File: config.mk
export PLATFORM = sky130hd
export DESIGN_NAME = dual_prescale_ctl
export DESIGN_NICKNAME = d
export VERILOG_FILES = /design/src/rtl/pcd_pkg.sv /design/src/rtl/pcd_unlock.sv /design/src/rtl/pcd_ctl_fields.sv /design/src/rtl/pcd_divider.sv /design/src/rtl/dual_prescale_ctl.sv
export SDC_FILE = /design/constraint.sdc
export NUM_CORES = 1
export LEC_CHECK = 0
export ABC_AREA = 1
export ABC_CLOCK_PERIOD_IN_PS = 2400
export BUFFER_PORTS_ARGS = -buffer_cell sky130_fd_sc_hd__buf_4
export CORE_UTILIZATION = 55
export DETAILED_ROUTE_END_ITERATION = 10
export MAX_ROUTING_LAYER = met4
export PLACE_DENSITY = 0.83
export SYNTH_ARGS = -nofsm -noshare
export SYNTH_HDL_FRONTEND = slang
export SYNTH_SLANG_ARGS = --single-unit
File: constraint.sdc
create_clock -name clk -period 2.4 [get_ports clk]
set_clock_uncertainty 0.1 [all_clocks]
set_input_delay 0.12 -clock clk [delete_from_list [all_inputs] [get_ports clk]]
set_output_delay 0.12 -clock clk [all_outputs]
set_load 0.01 [all_outputs]
File: src/rtl/pcd_pkg.sv
package pcd_pkg;

   typedef enum logic [0:0] {
      DIV_PLAIN    = 1'b0,
      DIV_WITH_OFF = 1'b1
   } div_mode_e;

   function automatic int unsigned pcd_ctl_width(input int unsigned sel_w);
      return 2 * sel_w + 2;
   endfunction

endpackage

File: src/rtl/pcd_unlock.sv
module pcd_unlock #(
   parameter int unsigned DATA_W  = 8,
   parameter int unsigned WIN_CYC = 4
) (
   input  logic              clk,
   input  logic              rst_n,
   input  logic              wr_en_i,
   input  logic [DATA_W-1:0] wr_data_i,
   output logic              open_o,
   output logic              fld_we_o
);

   localparam int unsigned WIN_W = (WIN_CYC > 1) ? $clog2(WIN_CYC) : 1;
   localparam logic [DATA_W-1:0] KEY = {1'b1, {(DATA_W-1){1'b0}}};
   localparam logic [WIN_W-1:0] WIN_LOAD = WIN_W'(WIN_CYC - 1);

   if (WIN_CYC < 1) begin : g_bad_win
      $error("pcd_unlock: WIN_CYC must be at least 1");
   end
   if (DATA_W < 2) begin : g_bad_dw
      $error("pcd_unlock: DATA_W must be at least 2");
   end

   logic             open_q;
   logic [WIN_W-1:0] win_q;
   logic             is_key;
   logic             arm;

   assign is_key   = (wr_data_i == KEY);
   assign arm      = wr_en_i && is_key && !open_q;
   assign fld_we_o = wr_en_i && open_q && !is_key;
   assign open_o   = open_q;

   always_ff @(posedge clk) begin
      if (!rst_n) begin
         open_q <= 1'b0;
         win_q  <= '0;
      end else if (arm) begin
         open_q <= 1'b1;
         win_q  <= WIN_LOAD;
      end else if (open_q) begin
         if (fld_we_o || (win_q == '0)) begin
            open_q <= 1'b0;
            win_q  <= '0;
         end else begin
            win_q <= win_q - 1'b1;
         end
      end
   end

   assert_unlock_opens_R1: assert property (@(posedge clk) disable iff (!rst_n)
      (!open_q && wr_en_i && wr_data_i == KEY) |=> open_o);

   assert_write_closes_R2: assert property (@(posedge clk) disable iff (!rst_n)
      (open_q && wr_en_i && wr_data_i != KEY) |=> !open_o);

   assert_rearm_keeps_R3: assert property (@(posedge clk) disable iff (!rst_n)
      (open_q && wr_en_i && wr_data_i == KEY && win_q != '0) |=> (open_o && win_q == $past(win_q) - 1'b1));

endmodule

File: src/rtl/pcd_ctl_fields.sv
module pcd_ctl_fields #(
   parameter int unsigned SEL_W  = 3,
   parameter int unsigned DATA_W = 8
) (
   input  logic              clk,
   input  logic              rst_n,
   input  logic              we_i,
   input  logic [SEL_W-1:0]  sys_d_i,
   input  logic [SEL_W-1:0]  tmr_d_i,
   input  logic              open_i,
   input  logic              rd_en_i,
   output logic [SEL_W-1:0]  sys_q_o,
   output logic [SEL_W-1:0]  tmr_q_o,
   output logic [DATA_W-1:0] rd_data_o
);

   if (DATA_W != 2 * SEL_W + 2) begin : g_bad_layout
      $error("pcd_ctl_fields: DATA_W must equal 2*SEL_W+2");
   end

   logic [SEL_W-1:0] sys_q;
   logic [SEL_W-1:0] tmr_q;

   always_ff @(posedge clk) begin
      if (!rst_n) begin
         sys_q <= '0;
         tmr_q <= '0;
      end else if (we_i) begin
         sys_q <= sys_d_i;
         tmr_q <= tmr_d_i;
      end
   end

   assign sys_q_o   = sys_q;
   assign tmr_q_o   = tmr_q;
   assign rd_data_o = rd_en_i ? {open_i, 1'b0, tmr_q, sys_q} : '0;

endmodule

File: src/rtl/pcd_divider.sv
module pcd_divider #(
   parameter int unsigned       SEL_W = 3,
   parameter pcd_pkg::div_mode_e MODE = pcd_pkg::DIV_PLAIN
) (
   input  logic             clk,
   input  logic             rst_n,
   input  logic [SEL_W-1:0] sel_i,
   output logic             en_o
);

   localparam int unsigned MAX_EXP = (1 << SEL_W) - 1;
   localparam int unsigned CNT_W   = MAX_EXP;
   localparam logic [SEL_W-1:0] MIN_CODE = (MODE == pcd_pkg::DIV_WITH_OFF) ? SEL_W'(1) : SEL_W'(0);

   if (SEL_W < 1 || SEL_W > 4) begin : g_bad_sel
      $error("pcd_divider: SEL_W must be between 1 and 4");
   end

   logic [SEL_W-1:0] act_q;
   logic [CNT_W-1:0] cnt_q;
   logic [SEL_W-1:0] shamt;
   logic             off;
   logic [CNT_W:0]   one_sh;
   logic [CNT_W-1:0] lim;
   logic             wrap;

   if (MODE == pcd_pkg::DIV_WITH_OFF) begin : g_off
      assign off   = (act_q == '0);
      assign shamt = act_q - 1'b1;
   end else begin : g_plain
      assign off   = 1'b0;
      assign shamt = act_q;
   end

   assign one_sh = (CNT_W+1)'(1) << shamt;
   assign lim    = one_sh[CNT_W-1:0] - CNT_W'(1);
   assign wrap   = (cnt_q == lim);
   assign en_o   = !off && wrap;

   always_ff @(posedge clk) begin
      if (!rst_n) begin
         act_q <= '0;
         cnt_q <= '0;
      end else if (off || wrap) begin
         act_q <= sel_i;
         cnt_q <= '0;
      end else begin
         cnt_q <= cnt_q + 1'b1;
      end
   end

   assert_no_back2back_R6: assert property (@(posedge clk) disable iff (!rst_n)
      (en_o && act_q != MIN_CODE && sel_i != MIN_CODE) |=> !en_o);

   if (MODE == pcd_pkg::DIV_WITH_OFF) begin : g_off_chk
      assert_off_silent_R5: assert property (@(posedge clk) disable iff (!rst_n)
         (act_q == '0 && sel_i == '0) |=> !en_o);
   end

endmodule

File: src/rtl/dual_prescale_ctl.sv
module dual_prescale_ctl #(
   parameter int unsigned SEL_W   = 3,
   parameter int unsigned DATA_W  = 8,
   parameter int unsigned WIN_CYC = 4
) (
   input  logic              clk,
   input  logic              rst_n,
   input  logic              wr_en,
   input  logic [DATA_W-1:0] wr_data,
   input  logic              rd_en,
   output logic [DATA_W-1:0] rd_data,
   output logic [SEL_W-1:0]  sys_sel,
   output logic [SEL_W-1:0]  tmr_sel,
   output logic              sys_en,
   output logic              tmr_en
);

   localparam int unsigned SYS_LO = 0;
   localparam int unsigned TMR_LO = SEL_W;

   if (DATA_W != pcd_pkg::pcd_ctl_width(SEL_W)) begin : g_bad_top
      $error("dual_prescale_ctl: DATA_W does not match SEL_W");
   end

   logic open;
   logic fld_we;

   pcd_unlock #(
      .DATA_W  (DATA_W),
      .WIN_CYC (WIN_CYC)
   ) u_unlock (
      .clk       (clk),
      .rst_n     (rst_n),
      .wr_en_i   (wr_en),
      .wr_data_i (wr_data),
      .open_o    (open),
      .fld_we_o  (fld_we)
   );

   pcd_ctl_fields #(
      .SEL_W  (SEL_W),
      .DATA_W (DATA_W)
   ) u_fields (
      .clk       (clk),
      .rst_n     (rst_n),
      .we_i      (fld_we),
      .sys_d_i   (wr_data[SYS_LO +: SEL_W]),
      .tmr_d_i   (wr_data[TMR_LO +: SEL_W]),
      .open_i    (open),
      .rd_en_i   (rd_en),
      .sys_q_o   (sys_sel),
      .tmr_q_o   (tmr_sel),
      .rd_data_o (rd_data)
   );

   pcd_divider #(
      .SEL_W (SEL_W),
      .MODE  (pcd_pkg::DIV_PLAIN)
   ) u_sys_div (
      .clk   (clk),
      .rst_n (rst_n),
      .sel_i (sys_sel),
      .en_o  (sys_en)
   );

   pcd_divider #(
      .SEL_W (SEL_W),
      .MODE  (pcd_pkg::DIV_WITH_OFF)
   ) u_tmr_div (
      .clk   (clk),
      .rst_n (rst_n),
      .sel_i (tmr_sel),
      .en_o  (tmr_en)
   );

   assert_locked_hold_R8: assert property (@(posedge clk) disable iff (!rst_n)
      (!open && wr_en) |=> ($stable(sys_sel) && $stable(tmr_sel)));

endmodule

# Word-level counts from Yosys, hierarchy flattened

Index checks and enable logic that the tools add are counted.

$add $sub $neg: 6
Eq/ne operators: 3
Shifts and indexed selects: 2
Mux-type cells: 7
Bitwise operators: 1
Reduce and logical (&&, ||, !) cells: 15

Operators by type and width:

| operator                                                           | count |
|---|---|
| 7-bit by 1-bit adder with 7-bit output, second input constant      | 2 |
| 7-bit == test                                                      | 2 |
| 1-bit by 3-bit << shifter with 7-bit output, first input constant  | 2 |
| 7-bit by 1-bit subtractor with 7-bit output, second input constant | 2 |
| 8-bit == test, second input constant                               | 1 |
| 8-bit 2-to-1 mux                                                   | 1 |
| 2-bit 2-to-1 mux                                                   | 3 |
| 1-bit logical AND                                                  | 5 |
| 2-bit OR reduction                                                 | 2 |
| 1-bit logical NOT                                                  | 3 |
| 3-bit logical NOT                                                  | 1 |
| 1-bit 2-to-1 mux                                                   | 3 |
| 3-bit by 1-bit subtractor with 3-bit output, second input constant | 1 |
| 2-bit logical NOT                                                  | 1 |
| 1-bit logical OR                                                   | 2 |
| 2-bit nonzero test                                                 | 1 |
| 2-bit by 1-bit subtractor with 2-bit output, second input constant | 1 |
| 1-bit NOT                                                          | 1 |

Bits in registers: 29
Bits of input ports: 12
Output and inout bits: 16
Word-level logic and storage cells: 42

# Depth between registers and ports, before layout

Gate-level depths: netlist (run 1).

Depth after elaboration: 7
Depth in mapped cells: 14
Gate-level depth less buffers: 13

# By module

A second synthesis (run 1) with hierarchy kept.

Cell total of the unflattened synthesis: 277
Area, all modules: 1839.3 sq um

By module, submodules not included:

| module                   | instances | cells an instance | area an instance (sq um) | seq. area each (sq um) |
|---|---|---|---|---|
| pcd_divider at u_sys_div | 1         | 87                | 655.6                    | 200.2 |
| pcd_divider at u_tmr_div | 1         | 96                | 625.6                    | 200.2 |
| pcd_ctl_fields           | 1         | 53                | 320.3                    | 120.1 |
| pcd_unlock               | 1         | 41                | 237.7                    | 60.1 |

# Worst setup path after synthesis (run 1)

OpenSTA, ideal clock, no wires.

Path type: register -> output
Start point: register u_tmr_div.act_q[0]
End point: output port tmr_en
Data arrival time: 1.671 ns
Required time: 2.180 ns
Path slack: 0.509 ns
Cell stages (with the launch flop): 11
Buffers on the path: 1
Path through: dfxtp_1 > buf_6 > nand3_1 > ha_1 > inv_1 > nand4_1 > nand3_1 > nand2_1 > nor2_2 > nand3_2 > a21oi_1

Longest elaborated chain between the ends: 5
Elaborated cells on any way between the ends: 7
Those cells by class: 2 x add/sub; 1 x eq/ne; 1 x shift; 3 x reduce/logical

Ends and longest elaborated chain:

| item                                        | line                    | source |
|---|---|---|
| start: declaration                          | pcd_divider.sv:19       | `logic [SEL_W-1:0] act_q;` |
| start signal: assignment                    | pcd_divider.sv:45       | `act_q <= sel_i;` |
| 3-bit by 1-bit subtractor with 3-bit output | pcd_divider.sv:29       | `assign shamt = act_q - 1'b1;` |
| 1-bit by 3-bit << shifter with 7-bit output | pcd_divider.sv:35       | `assign one_sh = (CNT_W+1)'(1) << shamt;` |
| 7-bit by 1-bit subtractor with 7-bit output | pcd_divider.sv:36       | `assign lim = one_sh[CNT_W-1:0] - CNT_W'(1);` |
| 7-bit == test                               | pcd_divider.sv:37       | `assign wrap = (cnt_q == lim);` |
| 1-bit logical AND *                         | pcd_divider.sv:38       | `assign en_o = !off && wrap;` |
| end: declaration                            | dual_prescale_ctl.sv:15 | `output logic tmr_en` |

Every way passes the cells marked *; elsewhere a longest branch is shown, timed or not.

# Worst setup path after layout (run 1)

Start point: register u_tmr_div.act_q[2]
End point: output port tmr_en

Same word-level chain as after synthesis.

==> results.md, run 1 <==
- Fin cells: 304
- Register-to-Register Path Depth: 11
- Routed WL per cell: 11.5 µm
- Clk slew on worst S/H paths: 100 ps
- Final setup viols: 0
- Synth async-reset ratio: 0%
- Worst path required time: 2180 ps
- WL final: 3510 µm
- Final instance area: 2040 µm²
- Crit path launch: u_tmr_div.act_q[2]
- CTS Buf Count: 5
- Final setup margin: 182 ps
- Hold Violations, Final: 0
- Post-layout util: 73.3%
- Sinks on Clock Net: 29
- Worst EP arrival: 2000 ps
- Worst VDD drop: 753 µV
- Max-cap check violation count: 0
- CP Class: reg -> out
- Deepest clock path buffer count: 2
- CORE AREA: 2780 µm²
- Vias in the first global route: 1506
- Placed cell area: 1830 µm²
- Grt ovf: 0
- Syn_nets: 250
- Clock latency on the worst-skew pair: 320 ps
- Worst reg2reg path endpoint: u_tmr_div.cnt_q[4]
- RSZ-0062 raised after global routing: no
- Status: finished, final reports clean
- GP Congestion: 0.946
- Largest net degree at the start of global routing: 12
- Die width: 56.4 µm
- Initial Utilization: 58.6%
- Die area: 3180 µm²
- Tot Pwr: 1.28 mW
- GRT Util Overall: 24.7%
- Synth Register Bits: 29
- Hold WC Path Type: in -> reg
- TritonCTS clock tree: yes
- Fmax: 451 MHz
- CTS root buf: clkbuf_4
- Crit-path max FO: 8
- CP Capture Type: output pin
- Crit start category: flip-flop
- Via count: 1601
- Worst setup path end: tmr_en
- Number of synthesized flops with an enable pin: 0
- Cell Area, Synth: 1630 µm²
- Min Tclk post-route: 2220 ps
- IO Port Bufs: 26
- Vias per cell: 5.27
- Layout Nets: 288
- Synth unique cells: 29
- Period utilization: 92.4%
- Dpl hpwl: 2440 µm
- Reg2reg start: u_tmr_div.act_q[2]
- Chip height: 56.4 µm
- Most frequent cells in the layout: nand2_1, nor2_1, inv_1, buf_4, dfxtp_1
- Main flop type after synthesis: dfxtp_1
- Syn avg cell area: 6.96 µm²
- Syn Inst Count: 234
- Warnings from Yosys: 0
- Number of routed nets with antenna violations: 0
- Hold Slack: 75.5 ps
- Layout cells sized above 1: 20.1%
- Static Leakage: 0.920 nW
- CTS H-tree depth: 2
- N_diodes: 0
- Initial antenna violation count: 0
- First-pass GRT wire length: 6000 µm
- IO Pins: 28
- Leading cell type in the layout, fill and taps excluded: nand2_1
- Placed insts: 287
- Pre-CTS setup slack: 352 ps
- Area grow syn2layout: 25.1%
- Seq/Total Area, Yosys: 35.6%
- Drt first pass iters: 4
- Starting DRC count in detailed routing: 47
- Pins Over Slew Limit: 0
- Postcts setup bufs: 0
- # DRC: 0
- Power Density: 629 nW/µm²
- Reg2Reg Setup Slack: 570 ps
- Setup tns final: 0 ps
- Cell row count: 19
worst min path at each step:
stage | start | cells after the start | to | slack (ps)
detailed placement | wr_data[4] | 3 | u_fields.tmr_q_o[1] | 290
finish | wr_en | 5 | u_unlock.open_o | 80
global placement | wr_data[3] | 3 | u_fields.tmr_q_o[0] | 280
global route | wr_en | 5 | u_unlock.open_o | 100
CTS | wr_en | 5 | u_unlock.open_o | 60
floorplan | wr_data[1] | 2 | u_fields.sys_q_o[1] | 160
cells by family after synthesis:
logic type | share of synthesized area (%)
xor gates and xnor gates | 7.53
and+or+nand+nor | 35.6
other | 0.230
buffers and inverters | 10.8
DFF | 35.6
adders and majority gates | 3.07
AOI/OAI and AO/OA | 7.22
sequential cells by signal, summed over array words and instances, names as in the netlist:
signal	count
u_unlock.win_q	2
u_sys_div.act_q	3
u_sys_div.cnt_q	7
u_unlock.open_o	1
u_fields.tmr_q_o	3
u_tmr_div.cnt_q	7
u_fields.sys_q_o	3
u_tmr_div.act_q	3
Yosys cell counts (2+ instances only):
library cell	instances	area (µm²)
nand2_1	43	161
nor3_1	4	20.0
nor2_2	2	12.5
buf_4	2	15.0
xor2_1	7	61.3
nor2_1	37	139
dfxtp_1	29	581
o21ai_0	9	45.0
nor3b_1	2	15.0
buf_6	2	22.5
nand2_2	4	25.0
a22oi_1	2	15.0
nand3_2	5	50.1
ha_1	4	50.1
nand3_1	20	100
inv_1	31	116
xnor2_1	7	61.3
nand4_1	5	31.3
a21oi_1	9	45.0
critical path, stage by stage (launching register included):
cell     delay (ps)
dfxtp_4         390
inv_4           100
nand3_2         110
ha_4            200
inv_1            80
nand4_1         100
nand3_1          90
nand2_1          70
nor2_2          140
nand3_4         120
a21oi_1         140
buf_4           140
per-layer routing:
layer / track usage, % / vias up / part of all wire, %
li1: - / 816 / -
met5: - / - / 0
met4: 10.1 / 0 / 1.2
met2: 44.0 / 62 / 49
met3: 5.07 / 4 / 5.5
met1: 26.4 / 719 / 44
power breakdown:
group / leakage (nW) / switching, mW / internal (mW) / total, mW
registers: 0.236 / 0.0404 / 0.514 / 0.554
clock network: 0.0445 / 0.175 / 0.248 / 0.422
logic: 0.640 / 0.170 / 0.135 / 0.305
final cells by class:
cell class	instances	area [µm²]
inverters	33	126
well taps	31	38.8
clock inverters	2	37.5
multi-input cells	166	898
flip-flops and latches	29	586
repair buffers	37	300
fillers	199	743
clock buffers	6	51.3
what timing repair did:
action | 4_1_cts | 5_1_grt
gates cloned | 0 | 0
hold buffers | 9 | 0
endpoints found under the setup margin | 1 | 1
endpoints found under the hold margin | 7 | 0
resized for setup | 1 | 6
Note: power is estimated with default switching activity, not from simulation.
==> inputs of run 2 (changes only) <==
--- a/config.mk
+++ b/config.mk
@@ -12,6 +12,7 @@
 export DETAILED_ROUTE_END_ITERATION = 10
 export MAX_ROUTING_LAYER = met4
 export PLACE_DENSITY = 0.83
+export SETUP_SLACK_MARGIN = 0.2
 export SYNTH_ARGS = -nofsm -noshare
 export SYNTH_HDL_FRONTEND = slang
 export SYNTH_SLANG_ARGS = --single-unit
==> results.md, run 2 (same netlist as run 1, synthesis figures left out) <==
- Vias in the first global route: 1511 (+0.33%)
- WP buf/inv: 3 (unchanged)
- Top cell by count, worst path: buf_4
- Initial Utilization: 58.6% (unchanged)
- Crit start category: flip-flop
- Sinks on Clock Net: 29 (unchanged)
- Top Registers: u_sys_div.cnt_q (7), u_tmr_div.cnt_q (7)
- Initial antenna violation count: 0 (unchanged)
- Layout cells sized above 1: 23.9% (+3.8 points)
- Clk slew on worst S/H paths: 110 ps (about the same)
- Die width: 56.4 µm (unchanged)
- WHS Path Cells: 4 (-1)
- First-pass GRT wire length: 6020 µm (+0.45%)
- Via count: 1675 (+4.6%)
- Cell row count: 19 (unchanged)
- GP Congestion: 0.946 (unchanged)
- CP Class: reg -> out
- Grt ovf: 0 (unchanged)
- Critical Path Max Stage Delay: 390 ps (about the same)
- Power Density: 610 nW/µm² (-3.0%)
- Hold Slack: 70.8 ps (-4.67 ps)
- Worst path required time: 2180 ps (about the same)
- Starting DRC count in detailed routing: 79 (+68%)
- RSZ-0062 raised after global routing: no
- Seq. cell area: 588 µm² (+0.43%)
- Status: finished, final reports clean
- TritonCTS clock tree: yes
- CTS H-tree depth: 2 (unchanged)
- Leading cell type in the layout, fill and taps excluded: nand2_1
- Vias per cell: 5.39 (+2.3%)
- Final setup viols: 0 (unchanged)
- Max-cap check violation count: 0 (unchanged)
- Crit-path max FO: 7 (-1)
- Number of routed nets with antenna violations: 0 (unchanged)
- N_diodes: 0 (unchanged)
- Worst VDD drop: 772 µV (+2.4%)
- Static Leakage: 0.957 nW (+4.0%)
- Largest net degree at the start of global routing: 12 (unchanged)
- Register-to-Register Path Depth: 12 (+1)
- Routed WL per cell: 12.7 µm (+9.9%)
- IO Pins: 28 (unchanged)
- Die area: 3180 µm² (unchanged)
- Drt first pass iters: 5 (+1)
- Kind of cell adding the most delay to the critical path: simple AND/OR/NAND/NOR gates
- Hold Violations, Final: 0 (unchanged)
- Hold WC Path Type: in -> reg
- CP cell instances: buf_4, buf_4, nor2_4, nand2_2, nand3_1, nand3_1, nor2_2, nand3_2, a21oi_2, buf_4
- Period utilization: 90.8% (-1.6 points)
- CP Depth: 10 (-1)
- WL final: 3950 µm (+12%)
- Worst EP arrival: 1960 ps (-40 ps)
- Fmax: 459 MHz (+1.8%)
- CP max stage cell: dfxtp_4
- Area of the multi-input gates: 926 µm² (+3.1%)
- Pins Over Slew Limit: 0 (unchanged)
- Clock latency on the worst-skew pair: 330 ps (about the same)
- CORE AREA: 2780 µm² (unchanged)
- Chip height: 56.4 µm (unchanged)
- IO Port Bufs: 26 (unchanged)
- GRT Util Overall: 24.8% (+0.10 points)
- CTS root buf: clkbuf_4
- Area grow syn2layout: 30.2%
- Most frequent cells in the layout: nand2_1, nor2_1, buf_4, inv_1, dfxtp_1
- Dpl hpwl: 2440 µm (unchanged)
- Deepest clock path buffer count: 2 (unchanged)
- Fillers: 185 (-7.0%)
- # DRC: 0 (unchanged)
- CP Capture Type: output pin
- Min Tclk post-route: 2180 ps (-38.9 ps)
- CTS Buf Count: 5 (unchanged)
- Layout Nets: 295 (+2.4%)
- Setup tns final: 0 ps (unchanged)
-- run 2: timing repair --
action | 4_1_cts | 5_1_grt
setup endpoints to repair | 1 | 3
pin swaps | 1 | 7
resized for setup | 4 | 11
endpoints found under the hold margin | 7 | 0
setup buffers | 1 | 6
hold buffers | 9 | 0
-- run 2: layer usage --
layer  global-route usage [%]  share of wire (%)  vias up
li1                         -                  -      830
met5                        -                  0        -
met4                     10.1                1.9        0
met2                     44.2                 49       73
met3                     5.07                5.3        9
met1                     26.5                 44      763
-- run 2: power by group --
part | internal (mW) | switching, mW | total, mW
registers | 0.513 | 0.0402 | 0.553
logic | 0.136 | 0.176 | 0.311
clock network | 0.248 | 0.182 | 0.429
-- run 2: worst min-delay path: stages --
cell     delay [ps]
buf_4           100
nand3_4          90
nand4_1          90
a21oi_1          60
-- run 2: final timing paths --
kind	slack, ps	end	startpoint
hold / removal	70	u_unlock.win_q[0]	wr_en
hold reg to reg	390	u_sys_div.cnt_q[0]	u_sys_div.cnt_q[0]
setup reg to reg	350	u_tmr_div.cnt_q[4]	u_tmr_div.act_q[0]
setup / recovery	220	tmr_en	u_tmr_div.act_q[0]
-- run 2: layout make-up --
| cell class | count | area share (%) |
|---|---|---|
| clock inverters | 2 | 1.77 |
| clock buffers | 6 | 2.42 |
| repair buffers | 44 | 16.6 |
| multi-input cells | 166 | 43.7 |
| well taps | 31 | 1.83 |
| inverters | 33 | 5.96 |
| flip-flops and latches | 29 | 27.7 |
-- run 2: through the flow --
stage	worst slack (ps)	utilization [%]	area (µm²)	power (mW)	std cells
3_3_place_gp	408	65.8	1830	0.848	287
5_1_grt	61.0	76.2	2120	1.37	311
2_1_floorplan	509	-	1630	0.771	234
6_report	221	76.2	2120	1.29	311
4_1_cts	245	72.7	2020	1.28	305
3_5_place_dp	352	65.8	1830	0.857	287
==> inputs of run 3 (changes only) <==
--- a/config.mk
+++ b/config.mk
@@ -12,6 +12,7 @@
 export DETAILED_ROUTE_END_ITERATION = 10
 export MAX_ROUTING_LAYER = met4
 export PLACE_DENSITY = 0.83
+export REMOVE_ABC_BUFFERS = 1
 export SETUP_SLACK_MARGIN = 0.2
 export SYNTH_ARGS = -nofsm -noshare
 export SYNTH_HDL_FRONTEND = slang
==> results.md, run 3 (same netlist as run 1, synthesis figures left out) <==
- Deepest clock path buffer count: 2 (unchanged)
- Starting DRC count in detailed routing: 43 (-46%)
- Met1 Track Usage GR: 29.8% (+3.2 points)
- Reg power frac: 48.4% (+5.7 points)
- Number of routed nets with antenna violations: 0 (unchanged)
- Setup tns final: 0 ps (unchanged)
- Critical Path Max Stage Delay: 580 ps (+190 ps)
- Routed WL per cell: 12.0 µm (-5.2%)
- Worst EP arrival: 2320 ps (+360 ps)
- Clock share of power: 25.0% (-8.2 points)
- Vias per cell: 5.15 (-4.4%)
- Crit path launch: wr_data[1]
- CTS H-tree depth: 2 (unchanged)
- # DRC: 0 (unchanged)
- Final setup viols: 0 (unchanged)
- Pre-CTS setup slack: 281 ps (-71.0 ps)
- Status: finished, final reports clean
- IO Port Bufs: 26 (unchanged)
- Reg2Reg Setup Slack: 490 ps (+140 ps)
- Combinational fraction of design power: 26.7% (+2.6 points)
- Drt first pass iters: 5 (unchanged)
- Sw frac: 33.5% (+2.8 points)
- Vias in the first global route: 1500 (-0.73%)
- Worst VDD drop: 497 µV (-36%)
- First-pass GRT wire length: 6240 µm (+3.7%)
- GRT Util Overall: 26.1% (+1.3 points)
- Via count: 1602 (-4.4%)
- Hold Violations, Final: 0 (unchanged)
- GP Congestion: 0.878 (-7.3%)
- Register-to-Register Path Depth: 13 (+1)
- N_diodes: 0 (unchanged)
- Leading cell type in the layout, fill and taps excluded: nand2_1
- Layout cells sized above 1: 23.2% (-0.71 points)
- CP Class: in -> reg
- Final instance area: 2080 µm² (-1.8%)
- Min Tclk post-route: 2150 ps (-31.0 ps)
- RSZ-0062 raised after global routing: yes
- Fmax: 465 MHz (+1.4%)
- CP cell instances: dlygate4sd3_1, buf_4, or2_2, nor3_2, nand3_1, nand3_4, o21ai_0, dlygate4sd3_1, nor2_1
- CP max stage cell: dlygate4sd3_1
- Most Crowded Layer GR: met2
- Worst path required time: 2570 ps (+390 ps)
- Placed cell area: 1830 µm² (unchanged)
- Clk slew on worst S/H paths: 100 ps (about the same)
- Reg2reg start: u_tmr_div.act_q[2]
- Worst reg2reg path endpoint: u_tmr_div.act_q[0]
- CORE AREA: 2780 µm² (unchanged)
- Kind of cell adding the most delay to the critical path: buffers and inverters
- Layout Nets: 295 (unchanged)
- Sinks on Clock Net: 29 (unchanged)
- Area grow syn2layout: 27.8%
- Crit-path max FO: 8 (+1)
- Internal power: 0.763 mW (-15%)
- Pins Over Slew Limit: 0 (unchanged)
- Die width: 56.4 µm (unchanged)
- Die area: 3180 µm² (unchanged)
- Clock latency on the worst-skew pair: 330 ps (about the same)
- Period utilization: 89.5% (-1.3 points)
- Initial antenna violation count: 0 (unchanged)
- CTS Buf Count: 5 (unchanged)
- Cell row count: 19 (unchanged)
- WP buf/inv: 3 (unchanged)
- GR Layer Usage met3: 7.14% (+2.1 points)
- IO Pins: 28 (unchanged)
- Worst setup path end: u_fields.tmr_q_o[1]
- TritonCTS clock tree: yes
- Grt ovf: 0 (unchanged)
- Most frequent cells in the layout: nand2_1, nor2_1, buf_4, inv_1, dfxtp_1
- Static Leakage: 0.942 nW (-1.6%)
- CP Capture Type: flip-flop
- Net Sw Power: 0.384 mW (-3.4%)
- WL final: 3740 µm (-5.2%)
- CTS root buf: clkbuf_4
- Dpl hpwl: 2460 µm (+0.49%)
- M2 GR Usage: 43.2% (-1.0 points)
- CP Depth: 9 (-1)
- Crit start category: primary input
- Hold WC Path Type: in -> reg
- Chip height: 56.4 µm (unchanged)
- Power Density: 551 nW/µm² (-9.7%)
- Max-cap check violation count: 0 (unchanged)
- Initial Utilization: 58.6% (unchanged)
- Top Registers: u_sys_div.cnt_q (7), u_tmr_div.cnt_q (7)
- Final setup margin: 252 ps (+31.0 ps)
- Largest net degree at the start of global routing: 12 (unchanged)
- Top cell by count, worst path: dlygate4sd3_1
[run 3: power by group through the flow]
stage / Sequential [mW] / Combinational [mW] / Clock, mW
floorplan: 0.556 / 0.211 / 0
global placement: 0.564 / 0.284 / 0
detailed placement: 0.565 / 0.289 / 0
CTS: 0.553 / 0.304 / 0.290
global route: 0.560 / 0.363 / 0.309
finish: 0.555 / 0.306 / 0.286
[run 3: tightest hold or removal path, stage by stage]
cell and delay [ps]:
buf_4 100, nand3_4 90, nand2_1 90, a21oi_1 60
[run 3: worst min path at each step]
| stage | cells after the start | slack (ps) | end | from |
|---|---|---|---|---|
| detailed placement | 3 | 290 | u_fields.sys_q_o[2] | wr_data[2] |
| global route | 4 | 80 | u_fields.sys_q_o[1] | wr_en |
| global placement | 3 | 280 | u_fields.tmr_q_o[1] | wr_data[4] |
| finish | 4 | 70 | u_fields.sys_q_o[1] | wr_en |
| floorplan | 2 | 160 | u_fields.sys_q_o[0] | rst_n |
| CTS | 5 | 70 | u_unlock.open_o | wr_en |
[run 3: repair_timing]
action                     CTS  global route
hold endpoints to repair     9             0
gates resized for setup      7             8
pin swaps                    2             6
hold buffers                11             0
setup buffers                3             2
setup endpoints to repair    1             4
[run 3: cell type report]
| cell class | count | area [µm²] |
|---|---|---|
| Clock buffer | 6 | 41.3 |
| Clock inverter | 2 | 10.0 |
| Fill cell | 193 | 699 |
| Inverter | 33 | 129 |
| Multi-Input combinational cell | 166 | 920 |
| Sequential cell | 29 | 586 |
| Tap cell | 31 | 38.8 |
| Timing Repair Buffer | 44 | 358 |
[run 3: layer usage]
layer  vias up  part of all wire (%)
li1        829                     -
met1       721                    44
met2        44                    49
met3         8                   4.8
met4         0                   1.8
met5         -                     0
[run 3: metrics by stage]
step	total power, mW	std cells	hold WS (ps)	util (%)
floorplan	0.767	228	156	-
global placement	0.848	287	283	65.8
detailed placement	0.855	287	293	65.8
CTS	1.15	309	65.8	73.5
global route	1.23	311	79.3	74.9
finish	1.15	311	72.3	74.9
